`src/rtl/fbf_pkg.sv`:
```
package fbf_pkg;

    // register select codes
    localparam logic [2:0] SEL_CTRL  = 3'd0;
    localparam logic [2:0] SEL_BASE0 = 3'd1;
    localparam logic [2:0] SEL_CEIL0 = 3'd2;
    localparam logic [2:0] SEL_BASE1 = 3'd3;
    localparam logic [2:0] SEL_CEIL1 = 3'd4;

    // control word bit positions
    localparam int CB_DUAL  = 0;
    localparam int CB_HALF  = 1;
    localparam int CB_BYTE  = 3;
    localparam int CB_BURST = 4;
    localparam int CB_THR   = 8;
    localparam int CB_RUN   = 12;

    typedef struct packed {
        logic       run;
        logic [2:0] thr_log;
        logic [2:0] burst_log;
        logic       byte_swap;
        logic       half_swap;
        logic       dual;
    } fbf_ctrl_t;

    typedef enum logic [2:0] {
        ST_IDLE  = 3'd0,
        ST_START = 3'd1,
        ST_REQ   = 3'd2,
        ST_DATA  = 3'd3,
        ST_GAP   = 3'd4
    } fbf_state_e;

endpackage

```
`src/rtl/fbf_regs.sv`:
```
module fbf_regs
    import fbf_pkg::*;
#(
    parameter int AW = 32,
    localparam int WAW = AW - 2
) (
    input  logic            clk,
    input  logic            rst_n,
    input  logic            cfg_we,
    input  logic [2:0]      cfg_sel,
    input  logic [31:0]     cfg_wdata,
    output fbf_ctrl_t       ctrl,
    output logic [WAW-1:0]  base0_w,
    output logic [WAW-1:0]  ceil0_w,
    output logic [WAW-1:0]  base1_w,
    output logic [WAW-1:0]  ceil1_w
);

    typedef struct packed {
        fbf_ctrl_t      ctrl;
        logic [WAW-1:0] b0;
        logic [WAW-1:0] c0;
        logic [WAW-1:0] b1;
        logic [WAW-1:0] c1;
    } regs_t;

    regs_t regs_d, regs_q;

    always_comb begin
        regs_d = regs_q;
        if (cfg_we) begin
            case (cfg_sel)
                SEL_CTRL: begin
                    regs_d.ctrl.dual      = cfg_wdata[CB_DUAL];
                    regs_d.ctrl.half_swap = cfg_wdata[CB_HALF];
                    regs_d.ctrl.byte_swap = cfg_wdata[CB_BYTE];
                    regs_d.ctrl.burst_log = cfg_wdata[CB_BURST +: 3];
                    regs_d.ctrl.thr_log   = cfg_wdata[CB_THR +: 3];
                    regs_d.ctrl.run       = cfg_wdata[CB_RUN];
                end
                SEL_BASE0: regs_d.b0 = cfg_wdata[AW-1:2];
                SEL_CEIL0: regs_d.c0 = cfg_wdata[AW-1:2];
                SEL_BASE1: regs_d.b1 = cfg_wdata[AW-1:2];
                SEL_CEIL1: regs_d.c1 = cfg_wdata[AW-1:2];
                default: ;
            endcase
        end
    end

    always_ff @(posedge clk) begin
        if (!rst_n) regs_q <= '0;
        else        regs_q <= regs_d;
    end

    assign ctrl    = regs_q.ctrl;
    assign base0_w = regs_q.b0;
    assign ceil0_w = regs_q.c0;
    assign base1_w = regs_q.b1;
    assign ceil1_w = regs_q.c1;

endmodule

```
`src/rtl/fbf_burst_calc.sv`:
```
module fbf_burst_calc #(
    parameter int WAW = 30,
    parameter int MAX_BURST_LOG = 4,
    localparam int LEN_W = MAX_BURST_LOG + 1,
    localparam int RW = WAW + 1
) (
    input  logic [2:0]       burst_log,
    input  logic [WAW-1:0]   cur_w,
    input  logic [WAW-1:0]   ceil_w,
    output logic [LEN_W-1:0] len
);

    logic [LEN_W-1:0] full_len;
    logic [RW-1:0]    remain;

    always_comb begin
        // codes above the largest supported length fall back to the maximum
        if (burst_log > 3'(MAX_BURST_LOG))
            full_len = LEN_W'(1) << MAX_BURST_LOG;
        else
            full_len = LEN_W'(1) << burst_log;
        remain = {1'b0, ceil_w} - {1'b0, cur_w} + RW'(1);
        if (remain < RW'(full_len))
            len = remain[LEN_W-1:0];
        else
            len = full_len;
    end

endmodule

```
`src/rtl/fbf_byte_order.sv`:
```
module fbf_byte_order (
    input  logic [31:0] din,
    input  logic        byte_swap,
    input  logic        half_swap,
    output logic [31:0] dout
);

    logic [31:0] inner;

    for (genvar h = 0; h < 2; h++) begin : g_half
        assign inner[16*h +: 16] = byte_swap ? {din[16*h +: 8], din[16*h+8 +: 8]}
                                             : din[16*h +: 16];
    end

    assign dout = half_swap ? {inner[15:0], inner[31:16]} : inner;

endmodule

```
`src/rtl/fb_fetch_engine.sv`:
```
module fb_fetch_engine
    import fbf_pkg::*;
#(
    parameter int AW = 32,
    parameter int FIFO_DEPTH = 256,
    parameter int MAX_BURST_LOG = 4,
    localparam int WAW = AW - 2,
    localparam int RW = WAW + 1,
    localparam int LEN_W = MAX_BURST_LOG + 1,
    localparam int LVL_W = $clog2(FIFO_DEPTH + 1)
) (
    input  logic             clk,
    input  logic             rst_n,
    input  logic             cfg_we,
    input  logic [2:0]       cfg_sel,
    input  logic [31:0]      cfg_wdata,
    output logic             mem_req,
    output logic [AW-1:0]    mem_addr,
    output logic [LEN_W-1:0] mem_len,
    input  logic             mem_accept,
    input  logic             mem_rvalid,
    input  logic [31:0]      mem_rdata,
    input  logic [LVL_W-1:0] fifo_level,
    input  logic             pix_pop,
    output logic             fifo_wr,
    output logic [31:0]      fifo_wdata,
    output logic             pix_ready,
    output logic             eof0,
    output logic             eof1,
    output logic             underflow
);

    localparam logic [31:0] DEPTH_L = 32'(FIFO_DEPTH);

    typedef struct packed {
        fbf_state_e       st;
        logic             sel;
        logic [WAW-1:0]   cur_w;
        logic [WAW-1:0]   ceil_w;
        logic [LEN_W-1:0] beats;
        logic             wr;
        logic [31:0]      wdata;
        logic             eof0;
        logic             eof1;
        logic             ready;
        logic             uflow;
    } eng_t;

    eng_t eng_d, eng_q;

    fbf_ctrl_t      ctrl;
    logic [WAW-1:0] base0_w, ceil0_w, base1_w, ceil1_w;
    logic [LEN_W-1:0] len;
    logic [31:0]    ordered;
    logic [31:0]    thr;
    logic           room;
    logic           req_c;

    fbf_regs #(.AW(AW)) u_regs (
        .clk      (clk),
        .rst_n    (rst_n),
        .cfg_we   (cfg_we),
        .cfg_sel  (cfg_sel),
        .cfg_wdata(cfg_wdata),
        .ctrl     (ctrl),
        .base0_w  (base0_w),
        .ceil0_w  (ceil0_w),
        .base1_w  (base1_w),
        .ceil1_w  (ceil1_w)
    );

    fbf_burst_calc #(.WAW(WAW), .MAX_BURST_LOG(MAX_BURST_LOG)) u_burst (
        .burst_log(ctrl.burst_log),
        .cur_w    (eng_q.cur_w),
        .ceil_w   (eng_q.ceil_w),
        .len      (len)
    );

    fbf_byte_order u_order (
        .din      (mem_rdata),
        .byte_swap(ctrl.byte_swap),
        .half_swap(ctrl.half_swap),
        .dout     (ordered)
    );

    always_comb begin
        eng_d      = eng_q;
        eng_d.wr   = 1'b0;
        eng_d.eof0 = 1'b0;
        eng_d.eof1 = 1'b0;
        req_c      = 1'b0;

        thr = 32'd8 << ctrl.thr_log;
        if (thr > DEPTH_L) thr = DEPTH_L;
        eng_d.ready = (32'(fifo_level) >= thr);
        eng_d.uflow = pix_pop && (fifo_level == '0);
        room = (32'(fifo_level) + 32'(len)) <= DEPTH_L;

        case (eng_q.st)
            ST_IDLE: begin
                if (ctrl.run) eng_d.st = ST_START;
            end
            ST_START: begin
                eng_d.cur_w  = eng_q.sel ? base1_w : base0_w;
                eng_d.ceil_w = eng_q.sel ? ceil1_w : ceil0_w;
                eng_d.st     = ST_REQ;
            end
            ST_REQ: begin
                if (room) begin
                    req_c = 1'b1;
                    if (mem_accept) begin
                        eng_d.beats = len;
                        eng_d.st    = ST_DATA;
                    end
                end
            end
            ST_DATA: begin
                if (mem_rvalid) begin
                    eng_d.wr    = 1'b1;
                    eng_d.wdata = ordered;
                    eng_d.cur_w = eng_q.cur_w + 1'b1;
                    eng_d.beats = eng_q.beats - 1'b1;
                    if (eng_q.beats == LEN_W'(1)) begin
                        if (eng_q.cur_w == eng_q.ceil_w) begin
                            eng_d.eof0 = ~eng_q.sel;
                            eng_d.eof1 = eng_q.sel;
                            eng_d.sel  = ctrl.dual ? ~eng_q.sel : 1'b0;
                            eng_d.st   = ctrl.run ? ST_START : ST_IDLE;
                        end else begin
                            eng_d.st   = ctrl.run ? ST_GAP : ST_IDLE;
                        end
                        if (!ctrl.run) eng_d.sel = 1'b0;
                    end
                end
            end
            ST_GAP: begin
                eng_d.st = ST_REQ;
            end
            default: eng_d.st = ST_IDLE;
        endcase
    end

    always_ff @(posedge clk) begin
        if (!rst_n) eng_q <= '0;
        else        eng_q <= eng_d;
    end

    assign mem_req    = req_c;
    assign mem_addr   = {eng_q.cur_w, 2'b00};
    assign mem_len    = len;
    assign fifo_wr    = eng_q.wr;
    assign fifo_wdata = eng_q.wdata;
    assign pix_ready  = eng_q.ready;
    assign eof0       = eng_q.eof0;
    assign eof1       = eng_q.eof1;
    assign underflow  = eng_q.uflow;

    AST_REQ_HOLD: assert property (@(posedge clk) disable iff (!rst_n)
        mem_req && !mem_accept |=> mem_req && $stable(mem_addr) && $stable(mem_len));

    AST_LEN_RANGE: assert property (@(posedge clk) disable iff (!rst_n)
        mem_req |-> (mem_len != '0) && (mem_len <= (LEN_W'(1) << MAX_BURST_LOG)));

    AST_NO_PAST_CEIL: assert property (@(posedge clk) disable iff (!rst_n)
        mem_req |-> ({1'b0, mem_addr[AW-1:2]} + RW'(mem_len) - RW'(1)) <= {1'b0, eng_q.ceil_w});

    AST_EOF_EXCL: assert property (@(posedge clk) disable iff (!rst_n)
        !(eof0 && eof1));

    AST_WR_AFTER_BEAT: assert property (@(posedge clk) disable iff (!rst_n)
        fifo_wr |-> $past(mem_rvalid));

    AST_NO_REQ_IN_FLIGHT: assert property (@(posedge clk) disable iff (!rst_n)
        mem_rvalid |-> !mem_req);

endmodule

```
`config.mk`:
```
export PLATFORM = sky130hd
export DESIGN_NAME = fb_fetch_engine
export DESIGN_NICKNAME = d
export VERILOG_FILES = /design/src/rtl/fbf_pkg.sv /design/src/rtl/fbf_regs.sv /design/src/rtl/fbf_burst_calc.sv /design/src/rtl/fbf_byte_order.sv /design/src/rtl/fb_fetch_engine.sv
export SDC_FILE = /design/constraint.sdc
export NUM_CORES = 1
export LEC_CHECK = 0
export BUFFER_PORTS_ARGS = -buffer_cell sky130_fd_sc_hd__buf_2
export CAP_MARGIN = 20
export CORE_MARGIN = 5
export CORE_UTILIZATION = 55
export CTS_CLUSTER_DIAMETER = 100
export CTS_CLUSTER_SIZE = 8
export DETAILED_ROUTE_END_ITERATION = 10
export GPL_TIMING_DRIVEN = 0
export PLACE_DENSITY = 0.74
export SYNTH_ARGS = -nofsm -noshare
export SYNTH_HDL_FRONTEND = slang
export SYNTH_HIERARCHICAL = 1
export SYNTH_SLANG_ARGS = --single-unit
```
`constraint.sdc`:
```
create_clock -name clk -period 6.5 [get_ports clk]
set_clock_uncertainty 0.05 [all_clocks]
set_input_delay 0.325 -clock clk [delete_from_list [all_inputs] [get_ports clk]]
set_output_delay 0.325 -clock clk [all_outputs]
set_load 0.01 [all_outputs]
```
* Yosys cells after proc, flatten, opt, wreduce, memory -nomap -nowiden
Cells that the tools add are included.
** Storage, ports and cells
- Register bits after elaboration :: 236
- Output and inout bits :: 75
- Word-level logic and storage cells :: 98
** Operators by class
- Add/subtract/negate cells :: 5
- $lt $le $gt $ge :: 5
- Eq/ne operators :: 16
- Shift-type cells :: 2
- Muxes and demuxes :: 29
- Bitwise logic cells :: 1
- Reductions and logical operators :: 19
** Operator list (count)
- $mux 32 :: 2
- $mux 30 :: 2
- $pmux 30 s2 :: 1
- $mux 40 :: 1
- $mux 34 :: 1
- $ge 9x32->1 :: 1
- $gt 32x9->1 const B :: 1
- $mux 16 :: 2
- $shl 4x3->32 const A :: 1
- $add 31x1->31 const B :: 1
- $lt 31x5->1 :: 1
- $sub 30x30->31 :: 1
- $add 30x1->30 const B :: 1
- $eq 30x30->1 :: 1
- $mux 5 :: 4
- $reduce_and 2->1 :: 8
- $mux 3 :: 5
- $eq 3x2->1 const B :: 4
- $pmux 3 s4 :: 1
- $add 9x5->10 :: 1
- $le 10x9->1 const B :: 1
- $ne 2x2->1 const B :: 5
- $pmux 5 s2 :: 1
- $reduce_and 5->1 :: 2
- other kinds (17) :: 28

* Logic depth before layout (Yosys ltp)
Gate-level depths: netlist (run 1).
- Depth in word-level cells :: 8
- Mapped depth :: 25
- Mapped depth without buffers :: 25

* Hierarchy
The synthesis (run 1) kept the hierarchy.
** By module, submodules not included
- fb_fetch_engine :: instances 1, cells an instance 820, area an instance 6632.6 µm²
- fbf_regs :: instances 1, cells an instance 461, area an instance 4724.5 µm²
- fbf_burst_calc :: instances 1, cells an instance 358, area an instance 2477.4 µm²
- fbf_byte_order :: instances 1, cells an instance 40, area an instance 824.5 µm²

* Worst setup path after synthesis (run 1)
Ideal clock, no wire load.
- Kind :: register to output
- From :: register eng_q, in the netlist mem_addr[4]
- To :: output mem_req
- Arrival :: 5.582 ns
- Path slack :: 0.543 ns
- Cell stages (with the launch flop) :: 24
- Cells stage by stage :: dfxtp_1 > inv_1 > ha_1 > ha_1 > a21o_1 > a21oi_1 > xnor2_1 > ha_1 > a2111oi_0 > o311ai_0 > a2111oi_0 > nand4_1 > a311o_1 > a2111oi_2 > nand4_2 > mux2_2 > ha_1 > fa_1 > a21oi_1 > a2bb2oi_1 > nand2_1 > a211oi_2 > a21oi_1 > nor2_1
** On the way
- Longest elaborated chain between the ends :: 8
** RTL lines
- start, declared :: line fb_fetch_engine.sv:49 : eng_t eng_d, eng_q;
- start signal, assigned :: line fb_fetch_engine.sv:145 : else eng_q <= eng_d;
- $sub 30x30->31 :: line fbf_burst_calc.sv:22 : remain = {1'b0, ceil_w} - {1'b0, cur_w} + RW'(1);
- $add 31x1->31 :: line fbf_burst_calc.sv:22
- $lt 31x5->1 :: line fbf_burst_calc.sv:23 : if (remain < RW'(full_len))
- $mux 5 :: line fbf_burst_calc.sv:23
- named net mem_len[0] :: line fb_fetch_engine.sv:19 : output logic [LEN_W-1:0] mem_len,
- $add 9x5->10 :: line fb_fetch_engine.sv:97 : room = (32'(fifo_level) + 32'(len)) <= DEPTH_L;
- $le 10x9->1 :: line fb_fetch_engine.sv:97
- $mux 1 :: line fb_fetch_engine.sv:109 : if (room) begin
- $mux 1 :: line fb_fetch_engine.sv:99 : case (eng_q.st)
- end, declared :: line fb_fetch_engine.sv:17 : output logic mem_req,
The timed path passes the listed nets, and every way through them passes these cells.

* Worst setup path in the final report (run 1)
- From :: register eng_q[43] in the netlist's numbering
- To :: output mem_req
** On the way
- Longest elaborated chain between the ends :: 8
** RTL lines (line)
- $sub 30x30->31 * :: fbf_burst_calc.sv:22
- $add 31x1->31 * :: fbf_burst_calc.sv:22
- $lt 31x5->1 :: fbf_burst_calc.sv:23
- $mux 5 * :: fbf_burst_calc.sv:23
- $add 9x5->10 * :: fb_fetch_engine.sv:97
- $le 10x9->1 * :: fb_fetch_engine.sv:97
- $mux 1 * :: fb_fetch_engine.sv:109
- $mux 1 * :: fb_fetch_engine.sv:99
Mark *: on every way between the ends. The rest lies on a longest branch, timed or not.

==> results of run 1 <==
==> Yosys cell counts, drive strengths merged, types with 20 or more instances <==
cell type / instances
a211oi: 39
a21oi: 102
a31oi: 20
buf: 119
clkbuf: 48
dfxtp: 236
ha: 77
inv: 56
mux2i: 191
mux4: 32
nand2: 290
nand4: 23
nor2: 118
o21ai: 44
xnor2: 39
==> cell families (layout without fill, tap and decap cells) <==
group	after synthesis	in the layout
compound gates	320	320
xor+xnor	45	45
fa+ha+maj	79	79
buf+inv	223	429
flops	236	236
mux	231	231
other cells	1	2
simple gates	544	544
==> layout make-up <==
class / count / share of cell area [%]
Tap cell: 335 / 2.41
Multi-Input combinational cell: 1221 / 52.6
Buffer: 162 / 5.63
Inverter: 56 / 1.21
Clock inverter: 3 / 0.317
Sequential cell: 236 / 27.4
Timing Repair Buffer: 172 / 5.30
Clock buffer: 36 / 5.18
==> registers in the layout (all words and copies together), names as in the netlist, 10 cells and up <==
name / flops
eng_q: 39
fifo_wdata: 32
mem_addr: 30
u_regs/base0_w: 30
u_regs/base1_w: 30
u_regs/ceil0_w: 30
u_regs/ceil1_w: 30
u_regs/ctrl: 10
==> how the worst min path moves through the flow <==
stage	startpoint	endpoint	slack (ns)
after detailed placement	u_regs/base0_w[11]	u_regs/base0_w[11]	0.40
after CTS	cfg_wdata[0]	u_regs/ctrl[0]	0.001
after floorplan	fifo_level[1]	underflow	0.35
after global placement	u_regs/base0_w[13]	u_regs/base0_w[13]	0.39
final	cfg_wdata[0]	u_regs/ctrl[0]	0.008
after global routing	cfg_wdata[1]	u_regs/ctrl[1]	0.03
==> power groups by stage <==
stage | Clock, mW | Sequential (mW) | Combinational (mW)
after floorplan | 0 | 1.53 | 0.596
final | 1.63 | 1.51 | 0.971
after detailed placement | 0 | 1.54 | 0.835
after CTS | 1.64 | 1.51 | 0.906
after global placement | 0 | 1.54 | 0.830
after global routing | 1.70 | 1.51 | 1.04
==> worst max-delay path: cells and delay by family (launching register included) <==
| family | cells | cell delay (ns) |
|---|---|---|
| and+or+nand+nor | 4 | 0.87 |
| buffers and inverters | 4 | 0.42 |
| AOI/OAI and AO/OA | 11 | 2.58 |
| xor gates and xnor gates | 1 | 0.10 |
| muxes | 1 | 0.20 |
| DFF | 1 | 0.37 |
| adders and majority gates | 4 | 0.95 |
==> metrics by stage <==
step           utilization [%]  power [mW]  instances  instance area, um2
4_1_cts                   65.7        4.06       2218               17200
5_1_grt                   66.5        4.26       2221               17400
3_5_place_dp              60.6        2.38       2168               15800
3_3_place_gp              60.6        2.37       2168               15800
2_1_floorplan                -        2.12       1680               14700
6_report                  66.5        4.12       2221               17400
==> metal layers <==
layer	track usage, %	share of wire [%]	vias up
met4	9.68	3.5	0
met3	4.25	6.1	103
met1	40.0	44	6511
li1	-	-	6320
met2	49.2	47	551
met5	0	0	-
==> repair_timing <==
action                     CTS  global route
gates resized for setup     58            48
pin swaps                   19            25
setup endpoints to repair    7             5
buffers inserted            11             6
hold buffers                 2             0
hold endpoints to repair     1             0
==> results.sh, run 1 <==
export IMPL_status="completed"
export IMPL_end_kind="primary output"
export IMPL_cellLeakagePower_nw=7.51
export IMPL_synth_top_family_by_area="multiplexers"
export IMPL_slew_headroom_pct=48.6
export IMPL_startpoint_type="register"
export IMPL_critPathRequiredTime_ns=6.12
export IMPL_synth_area_leaders="dfxtp_1 (32%), mux2i_1 (13%), nand2_1 (7.4%), ha_1 (6.6%), mux4_2 (4.8%)"
export IMPL_core_um2=26100
export IMPL_setup_ws_ns=0.150
export IMPL_slowest_stage="a311o_1"
export IMPL_p_switching_mw=1.23
export IMPL_switching_share_pct=29.8
export IMPL_cts_sinks=236
export IMPL_grt_start_max_net_pins=11
export IMPL_endpoint="mem_req"
export IMPL_p_int_mw=2.89
export IMPL_grt_pass1_wl_um=72600
export IMPL_powerDensity_nw_per_um2=237
export IMPL_drc_errors=0
export IMPL_synth_xor_area_share_pct=2.69
export IMPL_synth_edf_count=0
export IMPL_ctsHtreeMaxLevel=2
export IMPL_r2r_start="eng_q[43]"
export IMPL_drive_above_1_share_pct=24.4
export IMPL_synth_largest_area_cell="dfxtp_1"
export IMPL_synth_seq_cells=236
export IMPL_antenna_found_initial=0
export IMPL_slew_viol_final=0
export IMPL_final_cell_mix="nand2_1 (290), dfxtp_1 (218), buf_2 (195), mux2i_1 (187), nor2_1 (118)"
export IMPL_nNetsFinal=2045
export IMPL_r2r_end="eng_q[40]"
export IMPL_fp_dieW_um=173
export IMPL_clkPwrFrac_pct=39.7
export IMPL_n_fill_cell=2222
export IMPL_final_common_cell="nand2_1"
export IMPL_syn_cell_area_um2=14700
export IMPL_die_y_um=173
export IMPL_synthArstFlopShare_pct=0
export IMPL_syn2layout_area_growth_pct=18.6
export IMPL_synth_mux_area_share_pct=18.6
export IMPL_whs_ns=0.00842
export IMPL_worstHoldPathCells=3
export IMPL_synth_fa_ha_area_share_pct=6.85
export IMPL_cp_max_fo=4
export IMPL_grt_overflow_total=0
export IMPL_power_frac_comb_pct=23.6
export IMPL_fin_crit_sh_pct=97.7
export IMPL_hold_path_class="input port to register"
export IMPL_worst_slew_pin_slew_ns=0.771
export IMPL_wire_per_inst_um=21.0
export IMPL_multi_input_comb_area_um2=9150
export IMPL_cpMostUsedCell="a21o_1"
export IMPL_antenna_left=0
export IMPL_firstDrtPassIters=6
export IMPL_drtIter0Drc=1098
export IMPL_grt_pass1_vias=13108
export IMPL_port_buffer_count=153
export IMPL_cts_root_buf="clkbuf_16"
export IMPL_critPathKind="register to primary output"
export IMPL_clkSlewWorstSetupHoldPaths_ns=0.05
export IMPL_synthCells=1679
export IMPL_peakVddDrop_mv=0.186
export IMPL_synth_compound_area_share_pct=14.7
export IMPL_arrival_ns=5.97
export IMPL_synth_ff_type="dfxtp_1"
export IMPL_grtUsageTotal_pct=29.6
export IMPL_finalHoldViolations=0
export IMPL_fmax_mhz=157
export IMPL_vias_per_cell=6.07
export IMPL_start_util_pct=56.1
export IMPL_regArea_um2=4760
export IMPL_tns_ns=0
export IMPL_n_antenna_cell=0
export IMPL_num_vias=13485
export IMPL_synth_top_cell_area_share_pct=32.2
export IMPL_row_count=59
export IMPL_die_area_um2=30000
export IMPL_postSynthAreaPerCell_um2=8.73
export IMPL_crit_path_start="eng_q[43]"
export IMPL_wirelength_um=46700
export IMPL_seq_area_frac_synth_pct=32.2
export IMPL_cts_buffers=35
export IMPL_clk_latency_ns=0.50
export IMPL_setup_viol=0
export IMPL_dp_final_hpwl_um=35200
export IMPL_cts_tree="built"
export IMPL_gp_congestion=0.945
export IMPL_synth_simple_area_share_pct=16.7
export IMPL_r2r_cells=26
export IMPL_pin_count=157
export IMPL_r2r_slack_ns=0.37
export IMPL_drv_cap=0
export IMPL_place_ws_ns=-0.657
export IMPL_pwr_share_seq_pct=36.7
export IMPL_critPathMaxStageDelay_ns=0.41
export IMPL_cts_buffer_depth=3
export IMPL_min_period_ns=6.35
export IMPL_synth_distinct_cells=90
export IMPL_yosysWarnings=6
(Power assumes the default switching activity.)
==> run 2: changes to the inputs <==
--- a/config.mk
+++ b/config.mk
@@ -7,13 +7,14 @@
 export LEC_CHECK = 0
 export BUFFER_PORTS_ARGS = -buffer_cell sky130_fd_sc_hd__buf_2
 export CAP_MARGIN = 20
-export CORE_MARGIN = 5
+export CORE_MARGIN = 2
 export CORE_UTILIZATION = 55
 export CTS_CLUSTER_DIAMETER = 100
 export CTS_CLUSTER_SIZE = 8
 export DETAILED_ROUTE_END_ITERATION = 10
 export GPL_TIMING_DRIVEN = 0
 export PLACE_DENSITY = 0.74
+export REMOVE_ABC_BUFFERS = 1
 export SYNTH_ARGS = -nofsm -noshare
 export SYNTH_HDL_FRONTEND = slang
 export SYNTH_HIERARCHICAL = 1
==> run 2 against run 1 <==
  * The flow now finishes with violations (design-rule violations)
  * First-iteration DRC count is 11% lower
  * Design area is 3.8% lower
  * Cell count is 6.8% lower
  * Fmax hardly changed
  * Wire length is 16% lower
  * Highest routed layer unchanged
==> results.sh, run 2 (synthesis gave the netlist of run 1 again) <==
export IMPL_status="complete, but fails checks"
export IMPL_violations="design-rule violations"
export IMPL_drv_cap=0
export IMPL_largest_reg_flops=39
export IMPL_tns_ns=0
export IMPL_nNetsFinal=1894
export IMPL_cp_max_fo=5
export IMPL_final_cell_mix="nand2_1 (289), dfxtp_1 (217), mux2i_1 (188), buf_2 (153), nor2_1 (117)"
export IMPL_finalNonFillerCells=2071
export IMPL_vias_per_cell=6.10
export IMPL_dpl_cell_area_um2=15200
export IMPL_met3WireLength_um=2640
export IMPL_place_ws_ns=-0.373
export IMPL_fp_dieW_um=167
export IMPL_r2r_cells=27
export IMPL_drtIter0Drc=981
export IMPL_setup_ws_ns=0.154
export IMPL_drc_errors=3
export IMPL_wire_per_inst_um=19.0
export IMPL_top_register="eng_q"
export IMPL_setup_viol=0
export IMPL_hp_start="cfg_wdata[1]"
export IMPL_wirelength_um=39400
export IMPL_critPathMaxStageDelay_ns=0.40
export IMPL_clkSlewWorstSetupHoldPaths_ns=0.05
export IMPL_critPathRequiredTime_ns=6.12
export IMPL_final_cell_area_um2=16700
export IMPL_holdPathEnd="u_regs/ctrl[1]"
export IMPL_final_common_cell="nand2_1"
export IMPL_r2r_end="eng_q[40]"
export IMPL_powerDensity_nw_per_um2=242
export IMPL_cts_root_buf="clkbuf_16"
export IMPL_worst_slew_pin_slew_ns=1.02
export IMPL_grtUsageTotal_pct=27.4
export IMPL_whs_ns=0.0390
export IMPL_core_um2=26100
export IMPL_num_vias=12630
export IMPL_grt_pass1_wl_um=62900
export IMPL_r2r_slack_ns=0.44
export IMPL_wl_met1_um=17100
export IMPL_end_kind="primary output"
export IMPL_port_buffer_count=154
export IMPL_firstDrtPassIters=8
export IMPL_row_count=59
export IMPL_pin_count=157
export IMPL_cts_buffer_depth=3
export IMPL_n_fill_cell=2152
export IMPL_grt_pass1_vias=12372
export IMPL_critPathKind="register to primary output"
export IMPL_die_y_um=167
export IMPL_arrival_ns=5.97
export IMPL_fin_util_pct=64.0
export IMPL_grt_start_max_net_pins=101
export IMPL_antenna_found_initial=0
export IMPL_cts_tree="built"
export IMPL_cts_buffers=35
export IMPL_fin_crit_sh_pct=97.6
export IMPL_startpoint_type="register"
export IMPL_power_mw=4.05
export IMPL_start_util_pct=56.1
export IMPL_clk_latency_ns=0.51
export IMPL_antenna_left=0
export IMPL_gp_congestion=0.977
export IMPL_slew_viol_final=0
export IMPL_cpMostUsedCell="ha_4"
export IMPL_cellLeakagePower_nw=7.01
export IMPL_highest_layer="met4"
export IMPL_die_area_um2=28000
export IMPL_dp_final_hpwl_um=27500
export IMPL_ctsHtreeMaxLevel=2
export IMPL_slowest_stage="a311o_1"
export IMPL_fmax_mhz=158
export IMPL_worstHoldPathCells=3
export IMPL_finalHoldViolations=0
export IMPL_hold_path_class="input port to register"
export IMPL_cts_sinks=236
export IMPL_min_period_ns=6.35
export IMPL_dr_wl_met2_um=18500
export IMPL_dp_cells=2015
export IMPL_slew_headroom_pct=31.7
export IMPL_n_antenna_cell=0
export IMPL_drive_above_1_share_pct=20.7
export IMPL_grt_overflow_total=0
export IMPL_peakVddDrop_mv=0.205
export IMPL_syn2layout_area_growth_pct=14.1
export IMPL_r2r_start="eng_q[43]"
==> run 2: changes by cell type in the layout (fill, tap and decap cells not counted), moves of 3 or more <==
cell | previous run | this run
buf_4 | 82 | 11
buf_2 | 195 | 153
clkbuf_1 | 42 | 1
buf_1 | 5 | 0
buf_12 | 2 | 6
buf_16 | 0 | 4
buf_6 | 5 | 2
buf_8 | 1 | 4
ha_2 | 7 | 4
ha_4 | 9 | 12
==> run 2: area by class of cell <==
class                           count  area, um2  share of cell area (%)
Tap cell                          335        419                    2.51
Clock buffer                       37        905                    5.41
Inverter                           56        213                    1.27
Timing Repair Buffer              183       1190                    7.12
Sequential cell                   236       4770                    28.5
Clock inverter                      3       55.1                   0.329
Multi-Input combinational cell   1221       9180                    54.9
==> run 2: how the worst max path moves through the flow <==
stage                      from  depth (start not counted)  endpoint  slack [ns]
detailed placement  mem_addr[4]                         24   mem_req       -0.37
global route          eng_q[43]                         26   mem_req       -0.05
floorplan           mem_addr[4]                         23   mem_req        0.48
finish                eng_q[43]                         26   mem_req        0.15
global placement    mem_addr[4]                         24   mem_req       -0.35
CTS                 mem_addr[2]                         24   mem_req        0.03
==> run 2: metal layers <==
layer	GRT usage [%]	vias to the layer above
met4	9.45	0
met5	0	-
met3	5.48	85
li1	-	6042
met1	35.7	6056
met2	45.6	447
==> run 2: power breakdown <==
group / total (mW) / switching [mW] / internal [mW]
logic: 0.918 / 0.530 / 0.388
registers: 1.51 / 0.0279 / 1.48
clock network: 1.63 / 0.613 / 1.01
==> run 2: repair_timing <==
| item | 4_1_cts | 5_1_grt |
|---|---|---|
| pin swaps | 13 | 23 |
| hold endpoints to repair | 2 | 0 |
| gates resized for setup | 34 | 69 |
| hold buffers | 3 | 0 |
| buffers inserted | 6 | 7 |
| setup endpoints to repair | 7 | 7 |
==> run 2: worst max-delay path: cells and delay by family (launching register included) <==
kind	cells	cell delay, ns
compound gates	11	2.44
xor+xnor	1	0.10
fa+ha+maj	5	1.17
buf+inv	4	0.47
flops	1	0.35
mux	1	0.34
simple gates	4	0.55
